**src/rtl/exc_mask_pkg.sv**
```systemverilog
package exc_mask_pkg;
  localparam int PRIO_W   = 3;
  localparam int REG_W    = 32;
  localparam int BASE_LSB = 5;

  typedef enum logic [1:0] {
    SEL_FAULT = 2'd0,
    SEL_PRI   = 2'd1,
    SEL_BASE  = 2'd2,
    SEL_NONE  = 2'd3
  } mask_sel_e;
endpackage

```
**src/rtl/exc_mask_regs.sv**
```systemverilog
module exc_mask_regs
  import exc_mask_pkg::*;
#(
  parameter int PW = PRIO_W,
  parameter int DW = REG_W
) (
  input  logic          clk,
  input  logic          rst_n,
  input  logic          priv,
  input  logic          wr_en,
  input  logic [1:0]    sel,
  input  logic [DW-1:0] wdata,
  output logic [DW-1:0] rdata,
  output logic          fault_q,
  output logic          pri_q,
  output logic [PW-1:0] base_q
);
  localparam int BASE_MSB = BASE_LSB + PW - 1;

  mask_sel_e sel_e;
  assign sel_e = mask_sel_e'(sel);

  // Only bit 0 and the base field are ever consumed.
  logic unused_wbits;
  assign unused_wbits = ^{wdata[DW-1:BASE_MSB+1], wdata[BASE_LSB-1:1]};

  always_ff @(posedge clk or negedge rst_n) begin
    if (!rst_n) begin
      fault_q <= 1'b0;
      pri_q   <= 1'b0;
      base_q  <= '0;
    end else if (priv && wr_en) begin
      case (sel_e)
        SEL_FAULT: fault_q <= wdata[0];
        SEL_PRI:   pri_q   <= wdata[0];
        SEL_BASE:  base_q  <= wdata[BASE_MSB:BASE_LSB];
        default:   ;
      endcase
    end
  end

  always_comb begin
    rdata = '0;
    if (priv) begin
      case (sel_e)
        SEL_FAULT: rdata[0] = fault_q;
        SEL_PRI:   rdata[0] = pri_q;
        SEL_BASE:  rdata[BASE_MSB:BASE_LSB] = base_q;
        default:   rdata = '0;
      endcase
    end
  end
endmodule

```
**src/rtl/exc_mask_filter.sv**
```systemverilog
module exc_mask_filter
  import exc_mask_pkg::*;
#(
  parameter int NREQ = 8,
  parameter int PW   = PRIO_W
) (
  input  logic [NREQ-1:0]    pend,
  input  logic [NREQ*PW-1:0] prio,
  input  logic               fault_q,
  input  logic               pri_q,
  input  logic [PW-1:0]      base_q,
  output logic [NREQ-1:0]    elig
);
  logic block_all;
  logic thresh_on;
  assign block_all = fault_q | pri_q;
  assign thresh_on = (base_q != '0);

  for (genvar i = 0; i < NREQ; i++) begin : g_req
    logic [PW-1:0] lvl;
    logic          over;
    assign lvl     = prio[i*PW +: PW];
    assign over    = thresh_on && (lvl >= base_q);
    assign elig[i] = pend[i] & ~block_all & ~over;
  end
endmodule

```
**src/rtl/exc_prio_select.sv**
```systemverilog
module exc_prio_select
  import exc_mask_pkg::*;
#(
  parameter int NREQ = 8,
  parameter int PW   = PRIO_W,
  localparam int IW  = (NREQ > 1) ? $clog2(NREQ) : 1
) (
  input  logic [NREQ-1:0]    elig,
  input  logic [NREQ*PW-1:0] prio,
  output logic               found,
  output logic [IW-1:0]      win_idx
);
  logic [PW-1:0] best;

  always_comb begin
    found   = 1'b0;
    win_idx = '0;
    best    = '1;
    for (int i = 0; i < NREQ; i++) begin
      // Strict compare keeps the lowest index on a tie.
      if (elig[i] && (!found || prio[i*PW +: PW] < best)) begin
        found   = 1'b1;
        win_idx = IW'(i);
        best    = prio[i*PW +: PW];
      end
    end
  end
endmodule

```
**src/rtl/exc_mask_unit.sv**
```systemverilog
module exc_mask_unit
  import exc_mask_pkg::*;
#(
  parameter int NREQ = 8,
  localparam int PW  = PRIO_W,
  localparam int DW  = REG_W,
  localparam int IW  = (NREQ > 1) ? $clog2(NREQ) : 1
) (
  input  logic               clk,
  input  logic               rst_n,
  input  logic               priv,
  input  logic               reg_wr_en,
  input  logic [1:0]         reg_sel,
  input  logic [DW-1:0]      reg_wdata,
  output logic [DW-1:0]      reg_rdata,
  input  logic [NREQ-1:0]    req_pend,
  input  logic [NREQ*PW-1:0] req_prio,
  input  logic               nmi_req,
  output logic               act_strobe,
  output logic               act_nmi,
  output logic [IW-1:0]      act_idx
);
  logic          fault_q;
  logic          pri_q;
  logic [PW-1:0] base_q;
  logic [NREQ-1:0] elig;
  logic          found;
  logic [IW-1:0] win_idx;

  exc_mask_regs #(.PW(PW), .DW(DW)) u_regs (
    .clk     (clk),
    .rst_n   (rst_n),
    .priv    (priv),
    .wr_en   (reg_wr_en),
    .sel     (reg_sel),
    .wdata   (reg_wdata),
    .rdata   (reg_rdata),
    .fault_q (fault_q),
    .pri_q   (pri_q),
    .base_q  (base_q)
  );

  exc_mask_filter #(.NREQ(NREQ), .PW(PW)) u_filter (
    .pend    (req_pend),
    .prio    (req_prio),
    .fault_q (fault_q),
    .pri_q   (pri_q),
    .base_q  (base_q),
    .elig    (elig)
  );

  exc_prio_select #(.NREQ(NREQ), .PW(PW)) u_sel (
    .elig    (elig),
    .prio    (req_prio),
    .found   (found),
    .win_idx (win_idx)
  );

  always_ff @(posedge clk or negedge rst_n) begin
    if (!rst_n) begin
      act_strobe <= 1'b0;
      act_nmi    <= 1'b0;
      act_idx    <= '0;
    end else begin
      act_strobe <= nmi_req | found;
      act_nmi    <= nmi_req;
      act_idx    <= nmi_req ? '0 : win_idx;
    end
  end
endmodule

```
**config.mk**
```make
export PLATFORM = sky130hd
export DESIGN_NAME = exc_mask_unit
export DESIGN_NICKNAME = d
export VERILOG_FILES = /design/src/rtl/exc_mask_pkg.sv /design/src/rtl/exc_mask_regs.sv /design/src/rtl/exc_mask_filter.sv /design/src/rtl/exc_prio_select.sv /design/src/rtl/exc_mask_unit.sv
export SDC_FILE = /design/constraint.sdc
export NUM_CORES = 1
export LEC_CHECK = 0
export BUFFER_PORTS_ARGS = -buffer_cell sky130_fd_sc_hd__buf_2
export CELL_PAD_IN_SITES_DETAIL_PLACEMENT = 1
export CELL_PAD_IN_SITES_GLOBAL_PLACEMENT = 2
export CORE_ASPECT_RATIO = 0.8
export CORE_UTILIZATION = 26
export CTS_BUF_LIST = sky130_fd_sc_hd__clkbuf_16
export CTS_CLUSTER_SIZE = 28
export DETAILED_ROUTE_END_ITERATION = 6
export PLACE_DENSITY_LB_ADDON = 0.1
export SLEW_MARGIN = 20
export SYNTH_ARGS = -nofsm -noshare
export SYNTH_HDL_FRONTEND = slang
export SYNTH_SLANG_ARGS = --single-unit
```
**constraint.sdc**
```tcl
create_clock -name clk -period 11.7 [get_ports clk]
set_input_delay 1.755 -clock clk [delete_from_list [all_inputs] [get_ports clk]]
set_output_delay 1.755 -clock clk [all_outputs]
set_load 0.03 [all_outputs]
```
==> impl_metrics.ini, run 1 <==
[sta]
relSlewSlack_pct = 61.9
finalCriticalPeriod_ns = 11.02
fin_ws_ns = 0.677
fmax_mhz = 90.7
drv_slew = 0
worst_pin_slew_ns = 0.568
finalCritPeriodShare_pct = 94.2
hold_viol = 0
setup_viol = 0
skew_ns = 0.00310

[status]
outcome = complete, no violations

[detailed_routing]
ant_nets = 0
routed_wl_mm = 7.27
via_per_inst = 4.80
drc = 0
drtIter0Drc = 100
first_pass_iters = 4
vias = 2304
wl_per_cell_um = 15.1

[worst_setup_path]
rr_worst_depth = 49
cp-start-kind = input port
path_class = input port to register
cp_max_fo = 4
critical_path.slowest_cell = mux2_2
cp_num_buf_inv = 9
critPathArrivalTime_ns = 11.17
rrSetupSlack_ns = 1.63
cpMostUsedCell = ha_1
crit_cells = 51
cp_top_family = compound AO/OA/AOI/OAI gates
required_ns = 11.85
cp_slowest_stage_delay_ns = 0.38
end_kind = register

[placed_design]
dp_hpwl_mm = 6.28
gp_congestion = 0.753
place_area_mm2 = 0.00289
io_buffer_count = 51
place_ws_ns = -0.158

[floorplan]
die_w_um = 108
die_height_um = 86.9
start_util_pct = 27.3
fp-row-count = 30
top_level_ports = 108
die_area_mm2 = 0.00940
core_area_mm2 = 0.00860

[final_layout]
finalCoreUtilization_pct = 34.8
drive_gt1_share_pct = 36.7
fin_area_mm2 = 0.00299
area_delta_synth_final_pct = 27.8
antennaDiodeCount = 0
layout_common_cells = buf_2 (51), buf_4 (36), ha_1 (33), conb_1 (28), inv_1 (21)
nets = 474
mostFrequentLayoutCell = buf_2

[synth]
synth.ff_latch_count = 10
synth_warnings = 0
ys.flop_type = dfrtp_1
ys_types = 63
synth_top_area_share_pct = 17.6
synthCells = 280
synth_edf_count = 0
avgSynthCellArea_um2 = 8.37
synthArstFlopShare_pct = 100
synth.area.top_cells = ha_1 (18%), dfrtp_1 (11%), buf_4 (9.0%)
yosys.area.top_type = ha_1
synth_area_mm2 = 0.00234
ys_seq_area_share_pct = 10.7

[grt]
grt_max_degree = 12
grt_pass1_wl_mm = 11.9
grt_usage_pct = 16.2
grt_overflow_total = 0
grt_antenna_before_repair = 0
first_global_vias = 2317

[clock_tree]
path_clk_slew_ns = 0.04
cts_tree = built
cts_hold_buf = 0
cts_root_buf = clkbuf_16
cts_max_level = 1
clk_latency_ns = 0.24
cts.sinks = 10
cts_buffer_depth = 2
cts-buffers-inserted = 3

[power]
p_total_w = 0.000410
leakagePower_nw = 1.50
vdd_drop_max_mv = 0.0507
pwr_density_cell_mw_per_mm2 = 137

[worst_hold_path]
hold_depth = 1
hp-class = register to register

[flow_run]
maxCapViolations = 0
cell usage after synthesis, drive strengths merged (2+ instances only):
master   number
ha           33
dfrtp        10
o21bai        2
nand2        12
o221ai        2
and2          4
o21a         10
a22o          2
or3           2
o22ai         4
nor2         15
and3          6
buf          29
nand4b        2
a21oi        17
o41ai         2
nand3         6
nand2b       12
nor3          4
nor2b         2
mux2         10
a311oi        2
o22a          2
mux2i         2
o31a          3
o21ai        13
o311ai        2
o211ai        7
o2111ai       2
o211a         2
inv          21
or2           3
a211oi        8
a21o         12
nor3b         2
state kept, by name, indices dropped and copies added (netlist names):
register / flops
act_nmi: 1
u_regs.pri_q: 1
act_strobe: 1
u_regs.base_q: 3
u_regs.fault_q: 1
act_idx: 3
cell type report:
cell class | count | area, um^2
fillers | 1082 | 5600
multi-input cells | 247 | 1920
repair buffers | 87 | 526
flip-flops and latches | 10 | 250
well taps | 112 | 140
inverters | 21 | 78.8
clock buffers | 3 | 75.1
where the power goes:
part	switching [W]	internal [W]	total, W
clock network	0.0000149	0.0000442	0.0000591
registers	0.00000558	0.0000429	0.0000485
logic	0.000169	0.000133	0.000303
repair_timing:
item                                    in CTS  in global routing
gates resized for setup                      0                 10
endpoints found under the setup margin       0                  3
buffers inserted                             0                  1
logic make-up (layout without fill, tap and decap cells):
kind of cell | after synthesis | count (layout) | synth area share, %
flip-flops | 10 | 10 | 10.7
other | 1 | 28 | 0.160
buffers and inverters | 50 | 111 | 12.5
adder cells (fa/ha/maj) | 34 | 34 | 18.1
AO/OA/AOI/OAI | 101 | 101 | 35.9
multiplexers | 12 | 12 | 5.82
AND/OR/NAND/NOR | 72 | 72 | 16.8
worst paths after layout:
kind | from | to
setup / recovery | req_prio[0] | act_idx[0]$_DFF_PN0_
hold reg to reg | u_regs.pri_q$_DFFE_PN0P_ | u_regs.pri_q$_DFFE_PN0P_
min in group asynchronous | rst_n | u_regs.fault_q$_DFFE_PN0P_
setup reg to reg | u_regs.base_q[1]$_DFFE_PN0P_ | act_idx[0]$_DFF_PN0_
hold / removal | u_regs.pri_q$_DFFE_PN0P_ | u_regs.pri_q$_DFFE_PN0P_
max in group asynchronous | rst_n | act_idx[2]$_DFF_PN0_
metrics by stage:
| step | hold WS [ns] | TNS (ns) | std cells |
|---|---|---|---|
| floorplan | 0.523 | 0 | 307 |
| global placement | 0.544 | -0.237 | 476 |
| detailed placement | 0.545 | -0.429 | 476 |
| CTS | 0.554 | 0 | 479 |
| global route | 0.585 | -0.00548 | 480 |
| finish | 0.551 | 0 | 480 |
layer usage:
layer	wire, um	vias up	GRT usage (%)
li1	-	1182	-
met1	3800	1067	23.7
met2	3240	53	26.9
met3	211	2	0.972
met4	20	0	1.37
met5	0	-	0
No activity file was read; power rests on OpenSTA's default activity.
==> inputs of run 2 (changes only) <==
BUFFER_PORTS_ARGS = not set   (was -buffer_cell sky130_fd_sc_hd__buf_2)
CELL_PAD_IN_SITES_DETAIL_PLACEMENT = not set   (was 1)
CELL_PAD_IN_SITES_GLOBAL_PLACEMENT = not set   (was 2)
CORE_UTILIZATION = 65   (was 26)
DONT_BUFFER_PORTS = 1   (was not set)
PLACE_DENSITY = 0.81   (was not set)
PLACE_DENSITY_LB_ADDON = not set   (was 0.1)
==> run 2 against run 1 <==
Design area shrank 17%. Die area shrank 59%. Critical path depth shrank 2. Wire length shrank 23%. Worst hold slack lost 0.0023 ns. Critical path type unchanged. Final cell count shrank 30%. Sequential share of layout area grew 1.7 points. First-iteration DRC count grew 35%. Clock skew shrank 0.0011 ns.
==> impl_metrics.ini, run 2 (synthesis results as in run 1) <==
[worst_setup_path]
rr_startpoint = u_regs.base_q[1]$_DFFE_PN0P_
critPathArrivalTime_ns = 11.28
cp_max_fo = 7
cp_num_buf_inv = 5
cpMostUsedCell = ha_1
cp-startpoint = req_prio[0]
cp_top_family = compound AO/OA/AOI/OAI gates
critical_path.slowest_cell = a2111oi_1
crit_cells = 49
required_ns = 11.85
rr_worst_depth = 48
r2r_end = act_idx[0]$_DFF_PN0_
cp_slowest_stage_delay_ns = 0.40
end_kind = register
endpoint = act_idx[0]$_DFF_PN0_
cp-start-kind = input port
rrSetupSlack_ns = 1.53
path_class = input port to register

[clock_tree]
cts_buffer_depth = 2
cts_max_level = 1
path_clk_slew_ns = 0.04
cts-buffers-inserted = 3
cts_root_buf = clkbuf_16
cts.sinks = 10
cts_tree = built
clk_latency_ns = 0.24

[sta]
fmax_mhz = 89.8
finalCriticalPeriod_ns = 11.13
hold_viol = 0
fin_ws_ns = 0.568
setup_viol = 0
holdWs_ns = 0.548
relSlewSlack_pct = 37.0
finalCritPeriodShare_pct = 95.1
finalSetupTns_ns = 0
drv_slew = 0
worst_pin_slew_ns = 0.943
skew_ns = 0.00196

[detailed_routing]
dr_wl_met2_mm = 2.68
first_pass_iters = 4
ant_nets = 0
top_layer = met4
drc = 0
wl_met1_mm = 2.38
wl_per_cell_um = 16.6
via_per_inst = 6.31
drtIter0Drc = 135
vias = 2128
routed_wl_mm = 5.59
met3_length_um = 459

[placed_design]
place_inst = 332
dp_hpwl_mm = 4.40
gp_congestion = 0.913
place_ws_ns = 0.0249
io_buffer_count = 0

[floorplan]
fp-row-count = 19
die_w_um = 69.1
die_area_mm2 = 0.00385
top_level_ports = 108
start_util_pct = 68.0
core_area_mm2 = 0.00345
die_height_um = 55.7

[flow_run]
maxCapViolations = 0

[grt]
grt_usage_pct = 29.1
grt_max_degree = 13
first_global_vias = 1985
grt_overflow_total = 0
grt_pass1_wl_mm = 9.14
grt_antenna_before_repair = 0

[power]
vdd_drop_max_mv = 0.0803
pwr_density_cell_mw_per_mm2 = 149
leakagePower_nw = 1.19
p_total_w = 0.000370

[final_layout]
multi_input_comb_area_mm2 = 0.00192
mostFrequentLayoutCell = ha_1
fillerInstances = 266
nets = 400
largest_registers = act_idx: 3 flops, u_regs.base_q: 3 flops
area_delta_synth_final_pct = 5.66
layout_common_cells = ha_1 (33), conb_1 (28), inv_1 (21), a21oi_1 (15), nor2_1 (14)
drive_gt1_share_pct = 19.3
finalNonFillerCells = 337
seq_area_um2 = 250
antennaDiodeCount = 0

[status]
outcome = complete, no violations

[worst_hold_path]
worstHoldStart = u_regs.fault_q$_DFFE_PN0P_
hp-class = register to register
==> run 2: cell count changes in the layout (fill, tap and decap cells not counted), sizes merged <==
cell    change
buf        -74
clkinv      +1
==> run 2: how the worst min path moves through the flow <==
stage | endpoint | slack, ns | depth (start not counted)
after CTS | u_regs.fault_q$_DFFE_PN0P_ | 0.55 | 1
after floorplan | u_regs.pri_q$_DFFE_PN0P_ | 0.52 | 1
after global placement | u_regs.fault_q$_DFFE_PN0P_ | 0.54 | 1
after global routing | u_regs.pri_q$_DFFE_PN0P_ | 0.58 | 1
after detailed placement | u_regs.fault_q$_DFFE_PN0P_ | 0.54 | 1
final | u_regs.fault_q$_DFFE_PN0P_ | 0.55 | 1
==> run 2: final cells by class <==
type | count | share of cell area (%)
sequential | 10 | 10.1
multi-input combinational | 247 | 77.5
inverter | 21 | 3.18
clock inverter | 1 | 0.152
clock buffer | 3 | 3.03
tap | 42 | 2.12
timing repair buffer | 13 | 3.94
==> run 2: report_power, final <==
group | switching [W] | internal (W) | total (W)
logic | 0.000144 | 0.000108 | 0.000252
registers | 0.0000144 | 0.0000428 | 0.0000573
clock network | 0.0000163 | 0.0000448 | 0.0000611
total | 0.000174 | 0.000196 | 0.000370
==> run 2: layer usage <==
metal,GRT usage (%),vias up
met2,48.8,98
met1,38.2,992
li1,-,1030
met4,7.29,0
met3,5.98,8
met5,0,-
==> run 2: timing repair <==
action,in CTS,in global routing
setup buffers,0,1
endpoints found under the setup margin,0,3
gates resized for setup,0,7
hold buffers,0,0
==> run 2: metrics by stage <==
| step | util (%) | instance area, um^2 |
|---|---|---|
| global route | 71.8 | 2480 |
| global placement | 68.8 | 2370 |
| floorplan | - | 2440 |
| detailed placement | 68.8 | 2370 |
| finish | 71.8 | 2480 |
| CTS | 71.1 | 2450 |
==> inputs of run 3 (changes only) <==
CORE_UTILIZATION = 45   (was 65)
PLACE_DENSITY = not set   (was 0.81)
==> run 3 against run 2 <==
Core utilization down 22 points. Design area up 1.2%. Worst hold slack better by 0.0031 ns. Via count down 3.1%. Non-clock buffer count up 2. Clock power down 1%. Largest power group unchanged.
==> impl_metrics.ini, run 3 (synthesis results as in run 1) <==
[sta]
skew_ns = 0.00147
rsz0062_at_grt = no
drv_slew = 0
finalSetupTns_ns = 0
finalCritPeriodShare_pct = 93.8
hold_viol = 0
worst_pin_slew_ns = 0.964
finalCriticalPeriod_ns = 10.97
setup_viol = 0
fmax_mhz = 91.1
relSlewSlack_pct = 35.6

[final_layout]
antennaDiodeCount = 0
fillerInstances = 498
seq_area_um2 = 250
area_delta_synth_final_pct = 6.89
multi_input_comb_area_mm2 = 0.00191
nets = 402
drive_gt1_share_pct = 19.5
finalCoreUtilization_pct = 50.0
mostFrequentLayoutCell = ha_1
largest_registers = act_idx: 3 flops, u_regs.base_q: 3 flops
finalNonFillerCells = 359
layout_common_cells = ha_1 (33), conb_1 (28), inv_1 (21), a21oi_1 (15), buf_4 (15)

[power]
vdd_drop_max_mv = 0.0665
p_sw_w = 0.000168
p_total_w = 0.000363
share_seq_of_total_power_pct = 15.7
pwr_density_cell_mw_per_mm2 = 145
p_int_w = 0.000195
p_clk_share_pct = 16.6
p_comb_share_pct = 67.7
leakagePower_nw = 1.19
swShare_pct = 46.2

[detailed_routing]
routed_wl_mm = 5.51
drtIter0Drc = 96
drc = 0
ant_nets = 0
dr_wl_met2_mm = 2.41
wl_per_cell_um = 15.4
top_layer = met3
first_pass_iters = 6
wl_met1_mm = 2.65
via_per_inst = 5.75
met3_length_um = 452
vias = 2063

[clock_tree]
clk_latency_ns = 0.24
cts_hold_buf = 0
cts_tree = built
cts_root_buf = clkbuf_16
cts-buffers-inserted = 3
cts_buffer_depth = 2
cts_max_level = 1
cts.sinks = 10
path_clk_slew_ns = 0.04

[floorplan]
fp-row-count = 23
start_util_pct = 46.8
core_area_mm2 = 0.00501
die_area_mm2 = 0.00550
die_height_um = 66.5
die_w_um = 82.7
top_level_ports = 108

[worst_setup_path]
required_ns = 11.85
rr_startpoint = u_regs.base_q[1]$_DFFE_PN0P_
cp_slowest_stage_delay_ns = 0.41
end_kind = register
path_class = input port to register
cp-start-kind = input port
cpMostUsedCell = ha_1
critPathArrivalTime_ns = 11.13
critical_path.slowest_cell = a2111oi_1
cp-startpoint = req_prio[0]
cp_max_fo = 7

[worst_hold_path]
hp-class = register to register
worstHoldStart = u_regs.fault_q$_DFFE_PN0P_

[placed_design]
gp_congestion = 0.815
place_inst = 355
dp_hpwl_mm = 4.63
io_buffer_count = 0

[grt]
grt_antenna_before_repair = 0
grt_overflow_total = 0
grt_usage_pct = 20.4
first_global_vias = 1853
grt_max_degree = 13
grt_pass1_wl_mm = 8.61

[status]
outcome = complete, no violations

[flow_run]
maxCapViolations = 0
run 3: worst max-delay path: cells and delay by family:
| family | cells | cell delay, ns |
|---|---|---|
| AOI/OAI and AO/OA | 23 | 4.12 |
| adders and majority gates | 8 | 1.97 |
| muxes | 4 | 1.47 |
| and+or+nand+nor | 9 | 1.23 |
| buffers and inverters | 6 | 0.54 |
run 3: repair_timing:
action / 4_1_cts / 5_1_grt
setup buffers: 0 / 0
resized for setup: 0 / 5
endpoints found under the setup margin: 0 / 3
run 3: area by class of cell:
cell class	count	share of cell area [%]
inverter	21	3.15
multi-input combinational	247	76.1
sequential	10	9.99
tap	62	3.10
clock inverter	1	0.150
timing repair buffer	15	4.50
clock buffer	3	3.00
run 3: worst paths after layout:
path / to / slack, ns / cells after the start
min: u_regs.fault_q$_DFFE_PN0P_ / 0.55 / 1
max reg2reg: act_idx[0]$_DFF_PN0_ / 1.60 / 49
max: act_idx[0]$_DFF_PN0_ / 0.73 / 50
max in group asynchronous: u_regs.base_q[1]$_DFFE_PN0P_ / 10.42 / 0
min reg2reg: u_regs.fault_q$_DFFE_PN0P_ / 0.55 / 1
min in group asynchronous: act_idx[0]$_DFF_PN0_ / 1.21 / 0
run 3: per-layer routing:
| layer | GRT usage [%] | vias up |
|---|---|---|
| li1 | - | 1044 |
| met1 | 29.1 | 948 |
| met2 | 33.0 | 71 |
| met3 | 3.29 | 0 |
| met4 | 1.94 | 0 |
| met5 | 0 | - |
run 3: power groups by stage:
| stage | Clock (W) | Combinational, W | Sequential (W) |
|---|---|---|---|
| after detailed placement | 0 | 0.000243 | 0.0000574 |
| after CTS | 0.0000607 | 0.000245 | 0.0000571 |
| after floorplan | 0 | 0.000192 | 0.0000582 |
| after global routing | 0.0000627 | 0.000276 | 0.0000582 |
| final | 0.0000602 | 0.000246 | 0.0000569 |
| after global placement | 0 | 0.000240 | 0.0000575 |
run 3: through the flow:
stage / area [um^2] / hold WS [ns] / setup slack [ns]
2_1_floorplan: 2440 / 0.523 / 0.543
3_3_place_gp: 2420 / 0.537 / 0.172
3_5_place_dp: 2420 / 0.548 / 0.122
4_1_cts: 2500 / 0.556 / 0.336
5_1_grt: 2500 / 0.582 / 0.00415
6_report: 2500 / 0.552 / 0.725
